===== src/rtl/fwd_pkg.sv =====
package fwd_pkg;
    // Requester port indices; the lower index wins arbitration.
    localparam int PORT_FCH = 0;
    localparam int PORT_DAT = 1;
    localparam int NUM_REQ  = 2;
    localparam int CMD_W    = 2;

    // Command encoding: bit0 = write, bit1 = response.
    localparam logic [CMD_W-1:0] CMD_RD_REQ = 2'b00;
    localparam logic [CMD_W-1:0] CMD_WR_REQ = 2'b01;
    localparam logic [CMD_W-1:0] CMD_RSP    = 2'b10;

    // State of a one-packet outgoing channel.
    typedef enum logic [1:0] {
        TX_EMPTY = 2'd0,
        TX_SEND  = 2'd1,
        TX_HELD  = 2'd2
    } tx_state_e;

    // Turn a request command into its response form.
    function automatic logic [CMD_W-1:0] to_rsp(input logic [CMD_W-1:0] c);
        return c | CMD_RSP;
    endfunction
endpackage


===== src/rtl/fwd_ctrl.sv =====
// Request admission control.
// Keeps the busy flag, arbitrates between requester ports with a fixed
// priority (lowest index wins), tracks a needs-retry flag per port and
// produces the retry pulses. Assumes a memory response only arrives while
// busy; that response frees the block in the same cycle.
module fwd_ctrl #(
    parameter int NPORT = 2,
    parameter int PKT_W = 51
) (
    input  logic                         clk,
    input  logic                         rst_n,
    input  logic [NPORT-1:0]             req_valid_i,
    input  logic [NPORT-1:0][PKT_W-1:0]  req_pkt_i,
    input  logic                         rsp_arrive_i,
    input  logic [NPORT-1:0]             rsp_occ_i,
    output logic [NPORT-1:0]             req_accept_o,
    output logic [NPORT-1:0]             req_retry_o,
    output logic                         fwd_load_o,
    output logic [PKT_W-1:0]             fwd_pkt_o,
    output logic                         busy_o
);
    logic             busy_q;
    logic             free;
    logic [NPORT-1:0] grant;
    logic [NPORT-1:0] need_q;

    // Block can admit a request when idle or when the response lands now.
    assign free = !busy_q || rsp_arrive_i;

    // Fixed-priority grant and forwarded packet selection.
    always_comb begin
        grant     = '0;
        fwd_pkt_o = '0;
        for (int i = 0; i < NPORT; i++) begin
            if (free && req_valid_i[i] && (grant == '0)) begin
                grant[i]  = 1'b1;
                fwd_pkt_o = req_pkt_i[i];
            end
        end
    end

    assign req_accept_o = grant;
    assign fwd_load_o   = |grant;
    assign busy_o       = busy_q;

    // Busy flag: set by an accepted request, cleared by a memory response.
    always_ff @(posedge clk) begin
        if (!rst_n)          busy_q <= 1'b0;
        else if (|grant)     busy_q <= 1'b1;
        else if (rsp_arrive_i) busy_q <= 1'b0;
    end

    // Per-port needs-retry flag and retry pulse.
    for (genvar g = 0; g < NPORT; g++) begin : g_port
        assign req_retry_o[g] = !busy_q && need_q[g] && !rsp_occ_i[g];

        // Flag set on refusal, cleared when the pulse goes out.
        always_ff @(posedge clk) begin
            if (!rst_n)                               need_q[g] <= 1'b0;
            else if (req_valid_i[g] && !grant[g])     need_q[g] <= 1'b1;
            else if (req_retry_o[g])                  need_q[g] <= 1'b0;
        end
    end
endmodule


===== src/rtl/fwd_mem_tx.sv =====
// Memory-side sender with a single blocked-packet register.
// A loaded packet is offered the next cycle; if refused it is held and
// offered again only in the cycle after a retry from the bus. Assumes no
// new packet is loaded while one is held.
module fwd_mem_tx
    import fwd_pkg::*;
#(
    parameter int PKT_W = 51
) (
    input  logic             clk,
    input  logic             rst_n,
    input  logic             load_i,
    input  logic [PKT_W-1:0] pkt_i,
    output logic             valid_o,
    output logic [PKT_W-1:0] pkt_o,
    input  logic             accept_i,
    input  logic             retry_i,
    output logic             held_o
);
    tx_state_e        state_q;
    logic [PKT_W-1:0] pkt_q;

    assign valid_o = (state_q == TX_SEND);
    assign held_o  = (state_q == TX_HELD);
    assign pkt_o   = pkt_q;

    // Channel state: offer, hold on refusal, release the hold on retry.
    always_ff @(posedge clk) begin
        if (!rst_n) begin
            state_q <= TX_EMPTY;
        end else if (load_i) begin
            state_q <= TX_SEND;
        end else begin
            case (state_q)
                TX_SEND: state_q <= accept_i ? TX_EMPTY : TX_HELD;
                TX_HELD: if (retry_i) state_q <= TX_SEND;
                default: state_q <= TX_EMPTY;
            endcase
        end
    end

    // Packet register: captured on load, kept while offered or held.
    always_ff @(posedge clk) begin
        if (!rst_n)      pkt_q <= '0;
        else if (load_i) pkt_q <= pkt_i;
    end
endmodule


===== src/rtl/fwd_rsp_tx.sv =====
// Requester-side response sender for one port.
// Stores a response routed to this port, converts its command to the
// response form, offers it the next cycle and holds it after a refusal
// until the requester pulses retry. Assumes at most one response in flight.
module fwd_rsp_tx
    import fwd_pkg::*;
#(
    parameter int ADDR_W = 16,
    parameter int DATA_W = 32
) (
    input  logic              clk,
    input  logic              rst_n,
    input  logic              load_i,
    input  logic [ADDR_W-1:0] addr_i,
    input  logic [CMD_W-1:0]  cmd_i,
    input  logic [DATA_W-1:0] data_i,
    output logic              valid_o,
    output logic [ADDR_W-1:0] addr_o,
    output logic [CMD_W-1:0]  cmd_o,
    output logic [DATA_W-1:0] data_o,
    input  logic              accept_i,
    input  logic              retry_i,
    output logic              occ_o
);
    tx_state_e         state_q;
    logic [ADDR_W-1:0] addr_q;
    logic [CMD_W-1:0]  cmd_q;
    logic [DATA_W-1:0] data_q;

    assign valid_o = (state_q == TX_SEND);
    assign occ_o   = (state_q != TX_EMPTY);
    assign addr_o  = addr_q;
    assign cmd_o   = cmd_q;
    assign data_o  = data_q;

    // Channel state for the response slot.
    always_ff @(posedge clk) begin
        if (!rst_n) begin
            state_q <= TX_EMPTY;
        end else if (load_i) begin
            state_q <= TX_SEND;
        end else begin
            case (state_q)
                TX_SEND: state_q <= accept_i ? TX_EMPTY : TX_HELD;
                TX_HELD: if (retry_i) state_q <= TX_SEND;
                default: state_q <= TX_EMPTY;
            endcase
        end
    end

    // Response storage with command conversion on capture.
    always_ff @(posedge clk) begin
        if (!rst_n) begin
            addr_q <= '0;
            cmd_q  <= '0;
            data_q <= '0;
        end else if (load_i) begin
            addr_q <= addr_i;
            cmd_q  <= to_rsp(cmd_i);
            data_q <= data_i;
        end
    end
endmodule


===== src/rtl/dual_req_forwarder.sv =====
// Blocking forwarder between two requester ports and one memory port.
// Admits one transaction at a time, forwards it with a fetch tag, and
// returns the response to the port named by the tag. Every channel uses
// offer/accept with retry pulses; senders keep refused packets.
module dual_req_forwarder
    import fwd_pkg::*;
#(
    parameter int ADDR_W = 16,
    parameter int DATA_W = 32
) (
    input  logic              clk,
    input  logic              rst_n,
    input  logic              fch_req_valid,
    input  logic [ADDR_W-1:0] fch_req_addr,
    input  logic [1:0]        fch_req_cmd,
    input  logic [DATA_W-1:0] fch_req_data,
    output logic              fch_req_accept,
    output logic              fch_req_retry,
    output logic              fch_rsp_valid,
    output logic [ADDR_W-1:0] fch_rsp_addr,
    output logic [1:0]        fch_rsp_cmd,
    output logic [DATA_W-1:0] fch_rsp_data,
    input  logic              fch_rsp_accept,
    input  logic              fch_rsp_retry,
    input  logic              dat_req_valid,
    input  logic [ADDR_W-1:0] dat_req_addr,
    input  logic [1:0]        dat_req_cmd,
    input  logic [DATA_W-1:0] dat_req_data,
    output logic              dat_req_accept,
    output logic              dat_req_retry,
    output logic              dat_rsp_valid,
    output logic [ADDR_W-1:0] dat_rsp_addr,
    output logic [1:0]        dat_rsp_cmd,
    output logic [DATA_W-1:0] dat_rsp_data,
    input  logic              dat_rsp_accept,
    input  logic              dat_rsp_retry,
    output logic              mem_req_valid,
    output logic [ADDR_W-1:0] mem_req_addr,
    output logic [1:0]        mem_req_cmd,
    output logic              mem_req_ifetch,
    output logic [DATA_W-1:0] mem_req_data,
    input  logic              mem_req_accept,
    input  logic              mem_req_retry,
    input  logic              mem_rsp_valid,
    input  logic [ADDR_W-1:0] mem_rsp_addr,
    input  logic [1:0]        mem_rsp_cmd,
    input  logic              mem_rsp_ifetch,
    input  logic [DATA_W-1:0] mem_rsp_data
);
    localparam int PKT_W = 1 + CMD_W + ADDR_W + DATA_W;

    logic [NUM_REQ-1:0]            req_valid;
    logic [NUM_REQ-1:0][PKT_W-1:0] req_pkt;
    logic [NUM_REQ-1:0]            req_accept;
    logic [NUM_REQ-1:0]            req_retry;
    logic [NUM_REQ-1:0]            rsp_occ;
    logic [NUM_REQ-1:0]            rsp_load;
    logic [NUM_REQ-1:0]            rsp_valid;
    logic [NUM_REQ-1:0]            rsp_accept;
    logic [NUM_REQ-1:0]            rsp_retry;
    logic [NUM_REQ-1:0][ADDR_W-1:0] rsp_addr;
    logic [NUM_REQ-1:0][CMD_W-1:0]  rsp_cmd;
    logic [NUM_REQ-1:0][DATA_W-1:0] rsp_data;
    logic                          fwd_load;
    logic [PKT_W-1:0]              fwd_pkt;
    logic [PKT_W-1:0]              mem_pkt;
    logic                          mem_held;
    logic                          busy;

    // Gather requester ports; the fetch tag is set by port identity.
    assign req_valid[PORT_FCH] = fch_req_valid;
    assign req_valid[PORT_DAT] = dat_req_valid;
    assign req_pkt[PORT_FCH]   = {1'b1, fch_req_cmd, fch_req_addr, fch_req_data};
    assign req_pkt[PORT_DAT]   = {1'b0, dat_req_cmd, dat_req_addr, dat_req_data};
    assign fch_req_accept      = req_accept[PORT_FCH];
    assign dat_req_accept      = req_accept[PORT_DAT];
    assign fch_req_retry       = req_retry[PORT_FCH];
    assign dat_req_retry       = req_retry[PORT_DAT];

    fwd_ctrl #(
        .NPORT (NUM_REQ),
        .PKT_W (PKT_W)
    ) u_ctrl (
        .clk          (clk),
        .rst_n        (rst_n),
        .req_valid_i  (req_valid),
        .req_pkt_i    (req_pkt),
        .rsp_arrive_i (mem_rsp_valid),
        .rsp_occ_i    (rsp_occ),
        .req_accept_o (req_accept),
        .req_retry_o  (req_retry),
        .fwd_load_o   (fwd_load),
        .fwd_pkt_o    (fwd_pkt),
        .busy_o       (busy)
    );

    fwd_mem_tx #(
        .PKT_W (PKT_W)
    ) u_mem_tx (
        .clk      (clk),
        .rst_n    (rst_n),
        .load_i   (fwd_load),
        .pkt_i    (fwd_pkt),
        .valid_o  (mem_req_valid),
        .pkt_o    (mem_pkt),
        .accept_i (mem_req_accept),
        .retry_i  (mem_req_retry),
        .held_o   (mem_held)
    );

    assign {mem_req_ifetch, mem_req_cmd, mem_req_addr, mem_req_data} = mem_pkt;

    // Map the per-port response handshake inputs.
    assign rsp_accept[PORT_FCH] = fch_rsp_accept;
    assign rsp_accept[PORT_DAT] = dat_rsp_accept;
    assign rsp_retry[PORT_FCH]  = fch_rsp_retry;
    assign rsp_retry[PORT_DAT]  = dat_rsp_retry;

    // One response sender per requester port, selected by the fetch tag.
    for (genvar g = 0; g < NUM_REQ; g++) begin : g_rsp
        localparam logic IS_FCH = (g == PORT_FCH);
        assign rsp_load[g] = mem_rsp_valid && (mem_rsp_ifetch == IS_FCH);

        fwd_rsp_tx #(
            .ADDR_W (ADDR_W),
            .DATA_W (DATA_W)
        ) u_rsp_tx (
            .clk      (clk),
            .rst_n    (rst_n),
            .load_i   (rsp_load[g]),
            .addr_i   (mem_rsp_addr),
            .cmd_i    (mem_rsp_cmd),
            .data_i   (mem_rsp_data),
            .valid_o  (rsp_valid[g]),
            .addr_o   (rsp_addr[g]),
            .cmd_o    (rsp_cmd[g]),
            .data_o   (rsp_data[g]),
            .accept_i (rsp_accept[g]),
            .retry_i  (rsp_retry[g]),
            .occ_o    (rsp_occ[g])
        );
    end

    assign fch_rsp_valid = rsp_valid[PORT_FCH];
    assign fch_rsp_addr  = rsp_addr[PORT_FCH];
    assign fch_rsp_cmd   = rsp_cmd[PORT_FCH];
    assign fch_rsp_data  = rsp_data[PORT_FCH];
    assign dat_rsp_valid = rsp_valid[PORT_DAT];
    assign dat_rsp_addr  = rsp_addr[PORT_DAT];
    assign dat_rsp_cmd   = rsp_cmd[PORT_DAT];
    assign dat_rsp_data  = rsp_data[PORT_DAT];
endmodule


===== config.mk =====
export PLATFORM = sky130hd
export DESIGN_NAME = dual_req_forwarder
export DESIGN_NICKNAME = d
export VERILOG_FILES = /design/src/rtl/fwd_pkg.sv /design/src/rtl/fwd_ctrl.sv /design/src/rtl/fwd_mem_tx.sv /design/src/rtl/fwd_rsp_tx.sv /design/src/rtl/dual_req_forwarder.sv
export SDC_FILE = /design/constraint.sdc
export NUM_CORES = 1
export LEC_CHECK = 0
export ABC_AREA = 1
export ABC_CLOCK_PERIOD_IN_PS = 1300
export BUFFER_PORTS_ARGS = -buffer_cell sky130_fd_sc_hd__buf_2
export CORE_UTILIZATION = 35
export CTS_CLUSTER_DIAMETER = 120
export CTS_CLUSTER_SIZE = 12
export DETAILED_ROUTE_END_ITERATION = 6
export MAX_ROUTING_LAYER = met4
export PLACE_DENSITY = 0.65
export SETUP_SLACK_MARGIN = 0.5
export SYNTH_ARGS = -nofsm -noshare
export SYNTH_HDL_FRONTEND = slang
export SYNTH_SLANG_ARGS = --single-unit

===== constraint.sdc =====
create_clock -name clk -period 1.3 [get_ports clk]
set_input_delay 0.065 -clock clk [delete_from_list [all_inputs] [get_ports clk]]
set_output_delay 0.065 -clock clk [all_outputs]
set_load 0.05 [all_outputs]

; Word-level counts from Yosys, hierarchy flattened
; Index checks and enable logic that the tools add are counted.
[classes]
n_addsub = 0
mul = 0
div_mod_pow = 0
order_cmp = 0
eq_ne = 12
shifts = 0
mux = 22
bitwise_logic = 3
n_reduce_logical = 26
[ops]
columns = operator, count
row1 = 51-bit 2-to-1 mux, 2
row2 = 2-bit 2-to-1 mux, 6
row3 = 2-bit case mux with 2 select lines, 3
row4 = 1-bit logical AND, 11
row5 = 1-bit 2-to-1 mux, 11
row6 = 2-bit nonzero test, 5
row7 = "2-bit by 1-bit == test with 1-bit output, second input constant", 3
row8 = "2-bit == test, second input constant", 3
row9 = "2-bit != test, second input constant", 3
row10 = "3-bit by 2-bit != test with 1-bit output, second input constant", 2
row11 = 2-bit OR reduction, 3
row12 = 1-bit zero test, 5
row13 = "3-bit != test, second input constant", 1
row14 = 1-bit NOT, 3
row15 = 3-bit OR reduction, 1
row16 = 1-bit logical OR, 1
[word_totals]
regBits = 160
latchBits = 0
mem_bits_rw = 0
mem_bits_ro = 0
out_inout_bits = 158
wordCells = 79
mem_count = 0

; Depth between registers and ports, before layout
[depth]
ltp_word = 10
ltp_mapped = 9
ltp_nobuf = 7

; Hierarchy
; Synthesis repeated with hierarchy kept, for this count alone.
[unflattened]
hier_cells = 914
hier_area_um2 = 6691.4
[by_module_without_submodules]
columns = mod, instances, cells_each, area_each_um2, seq_area_each_um2
row1 = fwd_rsp_tx, 2, 236, 1894.3, 1041.0
row2 = fwd_mem_tx, 1, 244, 1973.1, 1061.0
row3 = fwd_ctrl, 1, 192, 904.6, 60.1
row4 = dual_req_forwarder, 1, 6, 25.0, 0.0

; Worst setup path before layout
; OpenSTA, ideal clock, no wires.
[synth_timing]
path_kind = reg-to-output
startpoint = register u_ctrl.busy_q (netlist: u_ctrl.busy_o)
endpoint = output dat_req_accept
arrival_time_ns = 1.401
required_ns = 1.235
slack_ns = -0.166
stages_incl_launch_ff = 5
path_buffers = 1
path_cell_list = dfxtp_1 -> nand2_1 -> buf_4 -> nand2_1 -> nor2_1
[synth_between]
elab_chain_len = 7
[synth_lines]
columns = element, line_no
row1 = start: declaration, fwd_ctrl.sv:22  ; logic busy_q;
row2 = start signal: assignment, fwd_ctrl.sv:48  ; if (!rst_n) busy_q <= 1'b0;
row3 = start signal: assignment, fwd_ctrl.sv:49  ; else if (|grant) busy_q <= 1'b1;
row4 = start signal: assignment, fwd_ctrl.sv:50  ; else if (rsp_arrive_i) busy_q <= 1'b0;
row5 = 1-bit zero test *, fwd_ctrl.sv:28  ; assign free = !busy_q || rsp_arrive_i;
row6 = 1-bit logical OR *, fwd_ctrl.sv:28
row7 = 1-bit logical AND, fwd_ctrl.sv:35  ; if (free && req_valid_i[i] && (grant == '0)) begin
row8 = 1-bit 2-to-1 mux, fwd_ctrl.sv:35
row9 = 1-bit NOT, fwd_ctrl.sv:35
row10 = 1-bit logical AND *, fwd_ctrl.sv:35
row11 = 1-bit 2-to-1 mux *, fwd_ctrl.sv:35
row12 = end: declaration, dual_req_forwarder.sv:29  ; output logic dat_req_accept,
; Every way passes the cells marked *; elsewhere a longest branch is shown, timed or not.

; Final worst setup path
[layout_timing]
startpoint = register u_ctrl.busy_q (netlist: u_ctrl.busy_o)
endpoint = output fch_req_accept
[layout_between]
elab_chain_len = 4
[layout_lines]
columns = element, line_no
row1 = 1-bit zero test, fwd_ctrl.sv:28
row2 = 1-bit logical OR, fwd_ctrl.sv:28
row3 = 1-bit logical AND, fwd_ctrl.sv:35
row4 = 1-bit 2-to-1 mux, fwd_ctrl.sv:35
row5 = end: declaration, dual_req_forwarder.sv:17  ; output logic fch_req_accept,
; No other way between the ends.

==> run_summary.xml <==
<?xml version="1.0" encoding="UTF-8"?>
<metrics>
  <group name="routing">
    <metric name="wl_per_cell" unit="µm">18.1</metric>
    <metric name="met1Wirelength" unit="µm">10500</metric>
    <metric name="dr_wl_met3" unit="µm">2000</metric>
    <metric name="dr.first_iter.drc_count" unit="">503</metric>
    <metric name="drt-pass1-iter-count" unit="">5</metric>
    <metric name="num_vias" unit="">8347</metric>
    <metric name="vias_per_cell" unit="">5.19</metric>
    <metric name="totalWireLength" unit="µm">29100</metric>
    <metric name="top_layer" unit="">met4</metric>
    <metric name="drc_violations_left" unit="">0</metric>
    <metric name="drt.antenna.violating_nets" unit="">0</metric>
    <metric name="dr_wl_met2" unit="µm">14700</metric>
  </group>
  <group name="pwr">
    <metric name="vdd_drop_max" unit="µV">954</metric>
    <metric name="power_density" unit="nW/µm²">1190</metric>
    <metric name="leakagePower" unit="µW">0.00639</metric>
  </group>
  <group name="logic_synthesis">
    <metric name="synthesis.area_per_instance" unit="µm²">7.21</metric>
    <metric name="post_synth_num_cell_types" unit="">19</metric>
    <metric name="synth_seq_cells" unit="">160</metric>
    <metric name="synth.yosys.seq_area_share" unit="">0.503</metric>
    <metric name="syn-instance-count" unit="">883</metric>
    <metric name="post_synth_instance_area" unit="µm²">6370</metric>
    <metric name="mappedNetlistNets" unit="">1045</metric>
    <metric name="yosys_warnings" unit="">0</metric>
  </group>
  <group name="layout">
    <metric name="finish.net_count" unit="">1532</metric>
    <metric name="antenna-diode-count" unit="">0</metric>
    <metric name="stdcell_area" unit="µm²">13100</metric>
    <metric name="fillCellCount" unit="">1093</metric>
    <metric name="final_non_filler_cell_total" unit="">1607</metric>
    <metric name="layout-drive-gt1-share" unit="">0.491</metric>
    <metric name="finalCoreUtilization" unit="">0.749</metric>
    <metric name="area_grow_syn2layout" unit="%">106</metric>
  </group>
  <group name="placed_design">
    <metric name="numPlacedInstances" unit="">1388</metric>
    <metric name="dp_hpwl" unit="µm">14700</metric>
    <metric name="placement.cell_area" unit="µm²">8540</metric>
    <metric name="placement.io_buffers" unit="">318</metric>
    <metric name="routabilityCongestion" unit="">0.808</metric>
    <metric name="preCtsSetupSlack" unit="ps">156</metric>
  </group>
  <group name="grt">
    <metric name="grt_max_degree" unit="">46</metric>
    <metric name="grtUsageTotal" unit="">0.301</metric>
    <metric name="first_pass_grt_wire_length" unit="µm">42000</metric>
    <metric name="globalRouteOverflowTotal" unit="">0</metric>
    <metric name="first_global_vias" unit="">8319</metric>
    <metric name="antenna_found_initial" unit="">0</metric>
  </group>
  <group name="setup_path">
    <metric name="cp_data_required_time" unit="ps">1240</metric>
    <metric name="critical_path_class" unit="">reg2out</metric>
    <metric name="worstPathCellList" unit="">buf_4 -&gt; a21oi_4 -&gt; buf_8</metric>
    <metric name="critical_path.startpoint_type" unit="">register</metric>
    <metric name="reg2reg_setup_slack" unit="ps">-70</metric>
    <metric name="crit_arrival" unit="ps">1310</metric>
    <metric name="critical_path_peak_fanout" unit="">5</metric>
    <metric name="max_stage_delay" unit="ps">390</metric>
    <metric name="cp_slowest_cell" unit="">dfxtp_4</metric>
    <metric name="critical_register_to_register_path_startpoint" unit="">u_ctrl.busy_o$_SDFFE_PN0P_</metric>
    <metric name="crit_path_end_kind" unit="">output pin</metric>
    <metric name="worst_r2r_path_depth" unit="">9</metric>
    <metric name="regToRegEndpoint" unit="">u_mem_tx.pkt_o[4]$_SDFFE_PN0P_</metric>
  </group>
  <group name="cts">
    <metric name="cts_inserted_buffers" unit="">17</metric>
    <metric name="tritoncts" unit="">done</metric>
    <metric name="clk_latency" unit="ps">430</metric>
    <metric name="clock-sinks" unit="">160</metric>
    <metric name="htree_levels" unit="">4</metric>
    <metric name="cts.reportedPaths.clkPinSlew" unit="ps">70</metric>
    <metric name="max-clock-path-buffers" unit="">2</metric>
    <metric name="cts_root_buf" unit="">clkbuf_16</metric>
  </group>
  <group name="die">
    <metric name="core_area" unit="µm²">17500</metric>
    <metric name="fp.dieArea" unit="µm²">18700</metric>
    <metric name="starting_density" unit="">0.363</metric>
    <metric name="die_span_x" unit="µm">137</metric>
    <metric name="num_io_pins" unit="">320</metric>
    <metric name="die_h" unit="µm">137</metric>
    <metric name="std_cell_rows" unit="">48</metric>
  </group>
  <group name="min_path">
    <metric name="hold_path_end" unit="">u_mem_tx.pkt_o[7]$_SDFFE_PN0P_</metric>
    <metric name="hold_path_startpoint" unit="">rst_n</metric>
    <metric name="hold_path_depth" unit="">3</metric>
    <metric name="min_path_type" unit="">in2reg</metric>
  </group>
  <group name="timing">
    <metric name="max_freq" unit="MHz">728</metric>
    <metric name="hold_violation_count_in_the_final_report" unit="">0</metric>
    <metric name="worstMarginPinSlew" unit="ps">340</metric>
    <metric name="clock-skew-final" unit="ps">8.10</metric>
    <metric name="slew-limit-headroom" unit="">0.773</metric>
    <metric name="postLayoutSetupSlackWorst" unit="ps">-74.5</metric>
    <metric name="grt_setup_unrepaired" unit="">yes</metric>
    <metric name="setup_violations" unit="">32</metric>
    <metric name="fin_crit" unit="ps">1370</metric>
    <metric name="final.period_utilization" unit="">1.06</metric>
    <metric name="report.final.slew_viol_count" unit="">0</metric>
  </group>
  <group name="status">
    <metric name="failed_checks" unit="">setup timing</metric>
    <metric name="status" unit="">finished, violations left</metric>
  </group>
  <group name="job">
    <metric name="timing.max_cap.violations" unit="">0</metric>
  </group>
</metrics>
[power by group]
group / internal, µW / leakage (µW) / total, µW / switching (µW)
logic: 1950 / 0.00470 / 4420 / 2470
clock network: 3290 / 0.000312 / 5560 / 2270
registers: 5300 / 0.00138 / 5620 / 322
[synth_stat cells]
cell type	number	share of area
buf_1	7	0.0041
nand4_1	50	0.049
buf_4	4	0.0047
nor2_1	207	0.12
nand3b_1	3	0.0035
nand2_1	128	0.075
nand3_1	96	0.075
dfxtp_1	160	0.50
clkinv_1	1	0.00059
inv_2	4	0.0024
o21ai_0	99	0.078
o21ai_2	1	0.0014
a21oi_1	9	0.0071
clkbuf_1	42	0.025
buf_2	13	0.010
buf_6	2	0.0035
nor2_2	1	0.00098
a21oi_2	1	0.0014
inv_1	55	0.032
[layout by cell type, fill, tap and decap left out, drive strengths merged, types with 18 or more instances in the layout]
cell type    instances
dlygate4sd3        138
nand4               50
inv                 65
dfxtp              160
o21ai              100
nand3               96
nand2              128
nor2               208
clkbuf              18
buf                397
[stage by stage]
step	power (µW)	hold WS, ps	TNS (ps)
3_3_place_gp	8420	301	0
6_report	15600	15.9	-788
4_1_cts	15200	0.873	-41.7
5_1_grt	16100	17.0	-3560
2_1_floorplan	7550	200	0
3_5_place_dp	8440	305	0
[cells by family (layout without fill, tap and decap cells)]
kind of cell	Yosys count	after routing	synth area share
buf+inv	128	627	0.0827
compound gates	110	110	0.0876
simple gates	485	485	0.327
flops	160	160	0.503
[worst max-delay path: cells and delay by family, from the launching register on]
family / cells / cell delay (ps)
flip-flops: 1 / 390
buffers and inverters: 2 / 320
AO/OA/AOI/OAI: 1 / 170
[timing repair]
item                       CTS  global route
hold buffers               138             0
buffers inserted            13            32
gates resized for setup    586            70
pin swaps                   22            13
setup endpoints to repair  214           219
hold endpoints to repair   154             0
gates cloned                 4             1
[routing by layer]
layer	vias up	global-route usage
li1	3838	-
met1	3885	0.318
met2	468	0.502
met4	0	0.210
met3	156	0.0663
met5	-	-
[how the worst max path moves through the flow]
| stage | startpoint | end | slack, ps | cells after the start |
|---|---|---|---|---|
| after floorplan | u_ctrl.busy_o$_SDFFE_PN0P_ | u_mem_tx.pkt_o[20]$_SDFFE_PN0P_ | 240 | 8 |
| after global placement | dat_req_valid | dat_req_accept | 170 | 5 |
| after detailed placement | mem_rsp_valid | u_mem_tx.pkt_o[42]$_SDFFE_PN0P_ | 160 | 9 |
| after CTS | u_ctrl.busy_o$_SDFFE_PN0P_ | fch_req_retry | -10 | 4 |
| after global routing | u_ctrl.busy_o$_SDFFE_PN0P_ | u_mem_tx.pkt_o[1]$_SDFFE_PN0P_ | -130 | 9 |
| final | u_ctrl.busy_o$_SDFFE_PN0P_ | fch_req_accept | -70 | 3 |
[flip-flops by register name (all words and copies together), names as in the netlist]
register / count
g_rsp.u_rsp_tx.data_o: 64
u_mem_tx.pkt_o: 51
g_rsp.u_rsp_tx.addr_o: 32
g_rsp.u_rsp_tx.cmd_o: 4
g_rsp.u_rsp_tx.state_q: 4
u_ctrl.need_q: 2
u_mem_tx.state_q: 2
u_ctrl.busy_o: 1
[cell type report]
class                   instances  area (µm²)  area share
multi-input cells             595        3090       0.235
well taps                     225         282      0.0214
repair buffers                536        5430       0.414
clock inverters                14         219      0.0167
clock buffers                  17         425      0.0324
inverters                      60         246      0.0188
flip-flops and latches        160        3440       0.262
Note: power is estimated with default switching activity, not from simulation.
